### config.mk
export PLATFORM = sky130hd
export DESIGN_NAME = stream_pattern_scanner
export DESIGN_NICKNAME = d
export VERILOG_FILES = /design/src/rtl/spm_pkg.sv /design/src/rtl/spm_pattern_bank.sv /design/src/rtl/spm_seq.sv /design/src/rtl/spm_emitter.sv /design/src/rtl/stream_pattern_scanner.sv
export SDC_FILE = /design/constraint.sdc
export NUM_CORES = 2
export LEC_CHECK = 0
export BUFFER_PORTS_ARGS = -buffer_cell sky130_fd_sc_hd__buf_2
export CAP_MARGIN = 20
export CORE_MARGIN = 2
export CORE_UTILIZATION = 50
export CTS_CLUSTER_DIAMETER = 200
export DETAILED_ROUTE_END_ITERATION = 8
export PLACE_DENSITY = 0.67
export SYNTH_ARGS = -nofsm -noshare
export SYNTH_HDL_FRONTEND = slang
export SYNTH_SLANG_ARGS = --single-unit
### constraint.sdc
create_clock -name clk -period 3.8 [get_ports clk]
set_input_delay 0.19 -clock clk [delete_from_list [all_inputs] [get_ports clk]]
set_output_delay 0.19 -clock clk [all_outputs]
set_load 0.01 [all_outputs]
### src/rtl/spm_pkg.sv
package spm_pkg;
  typedef enum logic [2:0] {
    ST_IDLE,
    ST_REQ,
    ST_DATA,
    ST_SCAN,
    ST_EOS
  } spm_state_e;
endpackage

### src/rtl/spm_pattern_bank.sv
// Holds the pattern slots and compares them all against the byte history.
module spm_pattern_bank #(
  parameter int NPAT   = 8,
  parameter int MAXLEN = 8,
  parameter int RW     = 16,
  localparam int IW    = $clog2(NPAT),
  localparam int FW    = $clog2(MAXLEN + 1),
  localparam int HW    = 8 * MAXLEN
) (
  input  logic                     clk,
  input  logic                     rst_n,
  input  logic                     cfg_we,
  input  logic [IW-1:0]            cfg_slot,
  input  logic [FW-1:0]            cfg_len,
  input  logic [HW-1:0]            cfg_pattern,
  input  logic [RW-1:0]            cfg_rule,
  input  logic [HW-1:0]            hist,
  input  logic [FW-1:0]            fill,
  output logic [NPAT-1:0]          hit,
  output logic [NPAT-1:0][RW-1:0]  rules
);

  for (genvar g = 0; g < NPAT; g++) begin : g_slot
    logic [FW-1:0] len_q;
    logic [HW-1:0] pat_q;
    logic [RW-1:0] rule_q;
    logic [HW-1:0] msk;

    always_ff @(posedge clk) begin
      if (!rst_n) begin
        len_q  <= '0;
        pat_q  <= '0;
        rule_q <= '0;
      end else if (cfg_we && cfg_slot == IW'(g)) begin
        len_q  <= cfg_len;
        pat_q  <= cfg_pattern;
        rule_q <= cfg_rule;
      end
    end

    // Only the newest len_q bytes of the history take part in the compare.
    always_comb begin
      msk = '0;
      for (int k = 0; k < MAXLEN; k++) begin
        if (FW'(k) < len_q) msk[8*k +: 8] = 8'hFF;
      end
    end

    assign hit[g]   = (len_q != '0) && (fill >= len_q) &&
                      (((hist ^ pat_q) & msk) == '0);
    assign rules[g] = rule_q;
  end

endmodule

### src/rtl/spm_seq.sv
// Accepts descriptors, walks the memory region and keeps the byte history.
module spm_seq
  import spm_pkg::*;
#(
  parameter int AW     = 16,
  parameter int LW     = 16,
  parameter int MAXLEN = 8,
  localparam int FW    = $clog2(MAXLEN + 1),
  localparam int HW    = 8 * MAXLEN
) (
  input  logic          clk,
  input  logic          rst_n,
  input  logic          desc_valid,
  output logic          desc_ready,
  input  logic [AW-1:0] desc_addr,
  input  logic [LW-1:0] desc_len,
  output logic          mem_req,
  output logic [AW-1:0] mem_addr,
  input  logic [7:0]    mem_rdata,
  input  logic          pend_any,
  input  logic          eos_taken,
  output logic [HW-1:0] hist,
  output logic [FW-1:0] fill,
  output logic          scan,
  output logic          eos,
  output logic          clr
);

  spm_state_e    state_q;
  logic [AW-1:0] addr_q;
  logic [LW-1:0] rem_q;
  logic [HW-1:0] hist_q;
  logic [FW-1:0] fill_q;

  assign desc_ready = (state_q == ST_IDLE);
  assign mem_req    = (state_q == ST_REQ);
  assign mem_addr   = addr_q;
  assign scan       = (state_q == ST_SCAN);
  assign eos        = (state_q == ST_EOS);
  assign clr        = desc_valid && desc_ready;
  assign hist       = hist_q;
  assign fill       = fill_q;

  always_ff @(posedge clk) begin
    if (!rst_n) begin
      state_q <= ST_IDLE;
      addr_q  <= '0;
      rem_q   <= '0;
      hist_q  <= '0;
      fill_q  <= '0;
    end else begin
      unique case (state_q)
        ST_IDLE: if (clr) begin
          addr_q  <= desc_addr;
          rem_q   <= desc_len;
          hist_q  <= '0;
          fill_q  <= '0;
          state_q <= (desc_len == '0) ? ST_EOS : ST_REQ;
        end
        ST_REQ:  state_q <= ST_DATA;
        ST_DATA: begin
          hist_q  <= {hist_q[HW-9:0], mem_rdata};
          if (fill_q != FW'(MAXLEN)) fill_q <= fill_q + 1'b1;
          addr_q  <= addr_q + 1'b1;
          rem_q   <= rem_q - 1'b1;
          state_q <= ST_SCAN;
        end
        ST_SCAN: if (!pend_any) state_q <= (rem_q == '0) ? ST_EOS : ST_REQ;
        ST_EOS:  if (eos_taken) state_q <= ST_IDLE;
        default: state_q <= ST_IDLE;
      endcase
    end
  end

endmodule

### src/rtl/spm_emitter.sv
// Turns new hits into queue items, lowest slot first, once per stream.
module spm_emitter #(
  parameter int NPAT = 8,
  parameter int RW   = 16,
  localparam int IW  = $clog2(NPAT)
) (
  input  logic                     clk,
  input  logic                     rst_n,
  input  logic                     clr,
  input  logic                     scan,
  input  logic                     eos,
  input  logic [NPAT-1:0]          hit,
  input  logic [NPAT-1:0][RW-1:0]  rules,
  input  logic                     mq_ready,
  output logic                     mq_valid,
  output logic                     mq_eos,
  output logic [RW-1:0]            mq_rule,
  output logic                     pend_any,
  output logic                     eos_taken
);

  logic [NPAT-1:0] seen_q;
  logic [NPAT-1:0] pend;
  logic [IW-1:0]   sel;
  logic            found;

  assign pend     = hit & ~seen_q;
  assign pend_any = |pend;

  always_comb begin
    sel   = '0;
    found = 1'b0;
    for (int i = 0; i < NPAT; i++) begin
      if (pend[i] && !found) begin
        sel   = IW'(i);
        found = 1'b1;
      end
    end
  end

  assign mq_valid  = (scan && pend_any) || eos;
  assign mq_eos    = eos;
  assign mq_rule   = eos ? '0 : rules[sel];
  assign eos_taken = eos && mq_ready;

  always_ff @(posedge clk) begin
    if (!rst_n) begin
      seen_q <= '0;
    end else if (clr) begin
      seen_q <= '0;
    end else if (scan && pend_any && mq_ready) begin
      seen_q[sel] <= 1'b1;
    end
  end

endmodule

### src/rtl/stream_pattern_scanner.sv
module stream_pattern_scanner #(
  parameter int NPAT   = 8,
  parameter int MAXLEN = 8,
  parameter int AW     = 16,
  parameter int LW     = 16,
  parameter int RW     = 16,
  localparam int IW    = $clog2(NPAT),
  localparam int FW    = $clog2(MAXLEN + 1),
  localparam int HW    = 8 * MAXLEN
) (
  input  logic          clk,
  input  logic          rst_n,
  input  logic          cfg_we,
  input  logic [IW-1:0] cfg_slot,
  input  logic [FW-1:0] cfg_len,
  input  logic [HW-1:0] cfg_pattern,
  input  logic [RW-1:0] cfg_rule,
  input  logic          desc_valid,
  output logic          desc_ready,
  input  logic [AW-1:0] desc_addr,
  input  logic [LW-1:0] desc_len,
  output logic          mem_req,
  output logic [AW-1:0] mem_addr,
  input  logic [7:0]    mem_rdata,
  output logic          mq_valid,
  input  logic          mq_ready,
  output logic          mq_eos,
  output logic [RW-1:0] mq_rule
);

  logic [HW-1:0]           hist;
  logic [FW-1:0]           fill;
  logic                    scan;
  logic                    eos_st;
  logic                    clr;
  logic                    pend_any;
  logic                    eos_taken;
  logic [NPAT-1:0]         hit;
  logic [NPAT-1:0][RW-1:0] rules;

  spm_pattern_bank #(.NPAT(NPAT), .MAXLEN(MAXLEN), .RW(RW)) u_bank (
    .clk(clk), .rst_n(rst_n), .cfg_we(cfg_we), .cfg_slot(cfg_slot),
    .cfg_len(cfg_len), .cfg_pattern(cfg_pattern), .cfg_rule(cfg_rule),
    .hist(hist), .fill(fill), .hit(hit), .rules(rules)
  );

  spm_seq #(.AW(AW), .LW(LW), .MAXLEN(MAXLEN)) u_seq (
    .clk(clk), .rst_n(rst_n), .desc_valid(desc_valid), .desc_ready(desc_ready),
    .desc_addr(desc_addr), .desc_len(desc_len), .mem_req(mem_req),
    .mem_addr(mem_addr), .mem_rdata(mem_rdata), .pend_any(pend_any),
    .eos_taken(eos_taken), .hist(hist), .fill(fill), .scan(scan),
    .eos(eos_st), .clr(clr)
  );

  spm_emitter #(.NPAT(NPAT), .RW(RW)) u_emit (
    .clk(clk), .rst_n(rst_n), .clr(clr), .scan(scan), .eos(eos_st),
    .hit(hit), .rules(rules), .mq_ready(mq_ready), .mq_valid(mq_valid),
    .mq_eos(mq_eos), .mq_rule(mq_rule), .pend_any(pend_any),
    .eos_taken(eos_taken)
  );

endmodule

======== Yosys cells after proc, flatten, opt, wreduce, memory -nomap -nowiden ========
Index checks and enable logic that the tools add are counted.
storage, ports and cells
  output and inout port bits .............. 36
  flip-flop bits (word level) ............. 783
operators by class
  reductions and logical operators ........ 70
  equality and inequality tests ........... 16
  mux-type cells .......................... 98
  magnitude comparators ................... 74
  bitwise operators ....................... 20
  add/subtract/negate cells ............... 3
operators with widths
  cell                   count
  $and 64x64->64         8
  $logic_not 64->1       8
  $mux 8                 64
  $xor 64x64->64         8
  $lt 3x4->1 const A     32
  $pmux 64 s2            1
  $lt 1x4->1 const A     16
  $lt 2x4->1 const A     16
  $mux 16                4
  $mux 64                1
  $pmux 16 s2            2
  $bmux 16 s3            1
  $logic_and 1x1->1      36
  $ge 4x4->1             8
  $logic_not 16->1       2
  $reduce_bool 4->1      8
  $mux 3                 9
  $add 16x1->16 const B  1
  $sub 16x1->16 const B  1
  $eq 3x3->1 const B     5
  $pmux 3 s5             1
  $eq 3x2->1 const B     4
  $mux 1                 9
  $and 8x8->8            1
  22 further kinds       35

======== Depth between registers and ports, before layout ========
  depth in word-level cells ............... 33
  mapped depth ............................ 14
  depth with buffers taken out ............ 12

======== Hierarchy ========
Synthesis repeated with hierarchy kept, for this count alone.
unflattened totals
  cells, all modules ...................... 4683
  area total of the unflattened synthesis .. 38515.7 um^2
by module, submodules not included
  module            instances  area an instance (um^2)  cells an instance  seq. area each (um^2)
  spm_pattern_bank  1          32386.1                  3957               13452.9
  spm_seq           1          4434.3                   505                2062.0
  spm_emitter       1          1695.4                   221                160.2

======== Worst setup path before layout ========
No wires, ideal clock.
  kind .................................... flip-flop to output port
  start ................................... reg u_seq.hist_q[14], in the netlist u_seq.hist[14]
  end ..................................... out mq_rule[11]
  setup slack ............................. 0.785 ns
  data arrival time ....................... 2.825 ns
  buffers on the path ..................... 3
  stages on the path, launching flop included .. 14
  cells stage by stage .................... dfxtp_1 > buf_6 > xor2_1 > nor4_1 > a22oi_1 > nor4b_1 > or4b_1 > o2bb2ai_1 > a32o_1 > buf_6 > buf_8 > mux2_1 > o221ai_1 > nor3_2
on the way
  longest elaborated chain between the ends .. 30
  elaborated cells on any way between the ends .. 64
ends and longest elaborated chain
  item                             line                          RTL
  start: declaration               spm_seq.sv:32                 logic [HW-1:0] hist_q;
  start signal: assignment         spm_seq.sv:62                 hist_q <= {hist_q[HW-9:0], mem_rdata};
  $xor 64x64->64                   spm_pattern_bank.sv:50        (((hist ^ pat_q) & msk) == '0);
  $and 64x64->64                   spm_pattern_bank.sv:50
  $logic_not 64->1                 spm_pattern_bank.sv:50
  $logic_and 1x1->1                spm_pattern_bank.sv:49        assign hit[g] = (len_q != '0) && (fill >= len_q) &&
  $and 8x8->8 *                    spm_emitter.sv:27             assign pend = hit & ~seen_q;
  $mux 1                           spm_emitter.sv:34             if (pend[i] && !found) begin
  $logic_not 1->1                  spm_emitter.sv:34
  $logic_and 1x1->1                spm_emitter.sv:34
  [... 14 more ...]                --
  $logic_and 1x1->1                spm_emitter.sv:34
  $mux 1                           spm_emitter.sv:34
  $logic_not 1->1                  spm_emitter.sv:34
  $logic_and 1x1->1                spm_emitter.sv:34
  $mux 3 *                         spm_emitter.sv:34
  $bmux 16 s3 *                    spm_emitter.sv:43             assign mq_rule = eos ? '0 : rules[sel];
  $mux 16 (not written as such) *  spm_emitter.sv:43
  $mux 16 *                        spm_emitter.sv:43
  end: declaration                 stream_pattern_scanner.sv:28  output logic [RW-1:0] mq_rule
Every way passes the cells marked *; elsewhere a longest branch is shown, timed or not. The select of a mux whose other input is x is not followed.

======== Worst setup path after layout ========
  start ................................... reg u_seq.hist_q[14], in the netlist u_seq.hist[14]
  end ..................................... out mq_rule[5]
Same word-level chain as after synthesis.

==> results.md <==
* Worst Skew at 0.02580 ns
* Starting Density at 50.50%
* Routed len/inst at 20.94 um
* Yosys reg bits at 783
* Via count at 33111
* P per Cell Area at 436.5 nW/um^2
* Worst skew pair latency at 0.66 ns
* P_int at 0.01459 W
* Nature of the critical path endpoint: output pin
* ANT nets after route at 0
* WHS Path Cells at 5
* Longest Clk Path Bufs at 3
* Antenna violations before repair at 4
* NumNets Final at 4999
* Core area at 75950 um^2
* Critical-path top delay cell: nor3_2
* Reg2Reg Depth at 17
* Register share of total power at 43.0%
* Type of the most critical hold path: input port to register
* First-pass GRT wire length at 187.6 mm
* Failing checks: negative setup slack
* Placed Area at 40270 um^2
* Gpl congestion at 0.9350
* Die width at 281.0 um
* Fin crit share at 113.1%
* Netlist cell types at 76
* Die Y-Extent at 281.0 um
* Combinational Power Share at 14.2%
* WP data arrival at 4.11 ns
* Final worst setup slack at -0.4979 ns
* Total Power at 0.01997 W
* DRC viols at 0
* Worst path cell trace: buf_6 > clkbuf_4 > buf_4 > xnor2_1 > nand4_1 > nor3_2 > a21oi_1 > nor4_1 > buf_4 > o2bb2ai_2 > a32o_2 > buf_12 > buf_12 > buf_16 > mux2_4 > o22ai_4 > nor3_2 > buf_2
* GRT Overall Usage at 30.68%
* Routed WL at 124.3 mm
* Ratio of cells with drive above 1 in the final layout at 15.72%
* Crit path launch: u_seq.hist[14]
* Initial DRC count at 2553
* Clock share of power at 42.8%
* IO Pins at 168
* CTS root buf: clkbuf_16
* Final setup vio count at 16
* Fraction of registers with async set/reset at 0%
* Top FF cell, synth: dfxtp_1
* H-tree Lvls at 3
* Post-route minimum period at 4.298 ns
* F_max at 232.7 MHz
* CTS Buf Count at 85
* Vias in the first global route at 31416
* TritonCTS clock tree: done
* Synth Warn # at 0
* Most frequent cells in the layout: nand2_1, dfxtp_1, a21boi_0, xor2_1, buf_4
* Critical hold path startpoint: cfg_slot[1]
* FP Rows at 101
* Share of the yosys chip area belonging to registers at 40.87%
* Worst EP required at 3.61 ns
* Maxcap violations at 0
* Drt first pass iters at 5
* R2r startpoint: u_seq.hist[14]
* Worst path max stage delay at 0.39 ns
* Design area at 45750 um^2
* WS Path Type: register to output pin
* Cell area after synthesis at 38350 um^2
* Hold slack final at 0.2450 ns
* Outcome: finished, violations left
* Vias/cell at 5.580
* Clock-pin slew on the worst setup and hold paths at 0.06 ns
* Peak VDD IR at 348.9 uV
* R2r endpoint: u_emit.seen_q[0]
* Hold Fails Final Rpt at 0
* I/O Buffers at 167
* CP startpoint kind: register
* DIE AREA at 78940 um^2
* Post-DP HPWL at 77.42 mm
* Area growth syn-to-layout at 19.28%
* Clock sink total at 783
* RSZ-0062 raised after global routing: true
* Hold Path Sink: u_bank.g_slot[4].pat_q[8]
* Post-synth EDFFs at 0
* Leakage Power at 17.92 nW
* Post-Syn Nets at 4787
* Largest net degree at the start of global routing at 244
* Max_slew headroom at 12.17%
* Max Slew Vio Count at 0
* Reg2reg setup slack at 0.44 ns
* Crit path max fanout at 8
* GRT overflow at 0
* Most common cell after layout, fill and taps aside: nand2_1
* Switch share at 26.92%
* Mean post-synth cell area at 8.303 um^2
* Switch Pwr at 0.005375 W
* Worst-Margin Slew at 1.317 ns
* Synth Instances at 4619
metrics by stage:
stage / setup WS (ns) / cells / setup TNS [ns] / utilization (%)
finish: -0.4979 / 5934 / -7.098 / 60.23
floorplan: 0.7846 / 4619 / 0 / -
CTS: -0.4253 / 5901 / -6.219 / 59.35
detailed placement: -0.03042 / 5606 / -0.03042 / 53.02
global route: -0.5546 / 5929 / -8.118 / 60.21
global placement: 0.02927 / 5606 / 0 / 53.02
how the worst max path moves through the flow:
stage | end | cells after the start
2_1_floorplan | mq_rule[11] | 13
3_3_place_gp | mq_rule[13] | 14
3_5_place_dp | mq_rule[14] | 13
4_1_cts | mq_rule[5] | 17
5_1_grt | mq_rule[5] | 16
6_report | mq_rule[5] | 18
flip-flops by register name (all words and copies together) (netlist names):
name                  flops
u_bank.g_slot.pat_q     512
u_bank.g_slot.rule_q    128
u_seq.hist               64
u_bank.g_slot.len_q      32
u_seq.mem_addr           16
u_seq.rem_q              16
u_emit.seen_q             8
u_seq.fill                4
u_seq.state_q             3
critical path: cells and delay by family, from the launching register on:
kind            cells  cell delay (ns)
compound gates      4             0.51
xor+xnor            1             0.14
buf+inv             8             1.26
flops               1             0.33
mux                 1             0.31
simple gates        4             0.87
logic make-up (layout without fill, tap and decap cells):
group | Yosys count | after routing | synth area share, %
AND/OR/NAND/NOR | 1822 | 1822 | 20.10
AO/OA/AOI/OAI | 966 | 966 | 18.85
flip-flops | 783 | 783 | 40.87
XOR/XNOR | 514 | 514 | 11.74
buffers and inverters | 453 | 732 | 5.944
multiplexers | 45 | 45 | 1.321
adder cells (fa/ha/maj) | 36 | 36 | 1.174
other | 0 | 6 | 0
power by group through the flow:
stage | Sequential (W) | Combinational, W | Clock (W)
after floorplan | 0.00872 | 0.00148 | 0
after global placement | 0.00875 | 0.00233 | 0
after detailed placement | 0.00876 | 0.00235 | 0
after CTS | 0.00858 | 0.00266 | 0.00863
after global routing | 0.00860 | 0.00302 | 0.00898
final | 0.00858 | 0.00284 | 0.00855
Yosys cell counts (42+ instances only):
library cell	number	area, um^2
dfxtp_1	783	15680
nor3_1	42	210.2
xor2_1	312	2733
o21ai_0	45	225.2
clkbuf_1	239	897.1
xnor2_1	202	1769
nor4_1	91	569.3
buf_4	95	713.2
a22o_1	69	604.3
a21boi_0	685	5142
nor2_1	84	315.3
nand4_1	68	425.4
nand2_1	1401	5259
layer usage:
layer | share of wire, % | wire length [um] | GRT usage, % | vias up
met2 | 47 | 58720 | 51.48 | 1070
met5 | 0.010 | 13 | 0 | -
met4 | 3.8 | 4700 | 11.46 | 2
met1 | 42 | 52730 | 39.21 | 15973
met3 | 6.5 | 8110 | 5.495 | 290
li1 | - | - | - | 15776
timing repair:
action	in CTS	in global routing
setup endpoints to repair	17	17
resized for setup	113	99
endpoints found under the hold margin	723	0
hold buffers	127	0
buffers inserted	10	26
gates cloned	4	2
pin swaps	28	44
area by class of cell:
class,instances,area (um^2)
Antenna cell,6,15.01
Clock buffer,122,2436
Clock inverter,32,417.9
Fill cell,6669,30200
Inverter,38,145.1
Multi-Input combinational cell,3383,21320
Sequential cell,783,15720
Tap cell,1030,1289
Timing Repair Buffer,540,4402
Power figures use the tool's default switching activity.
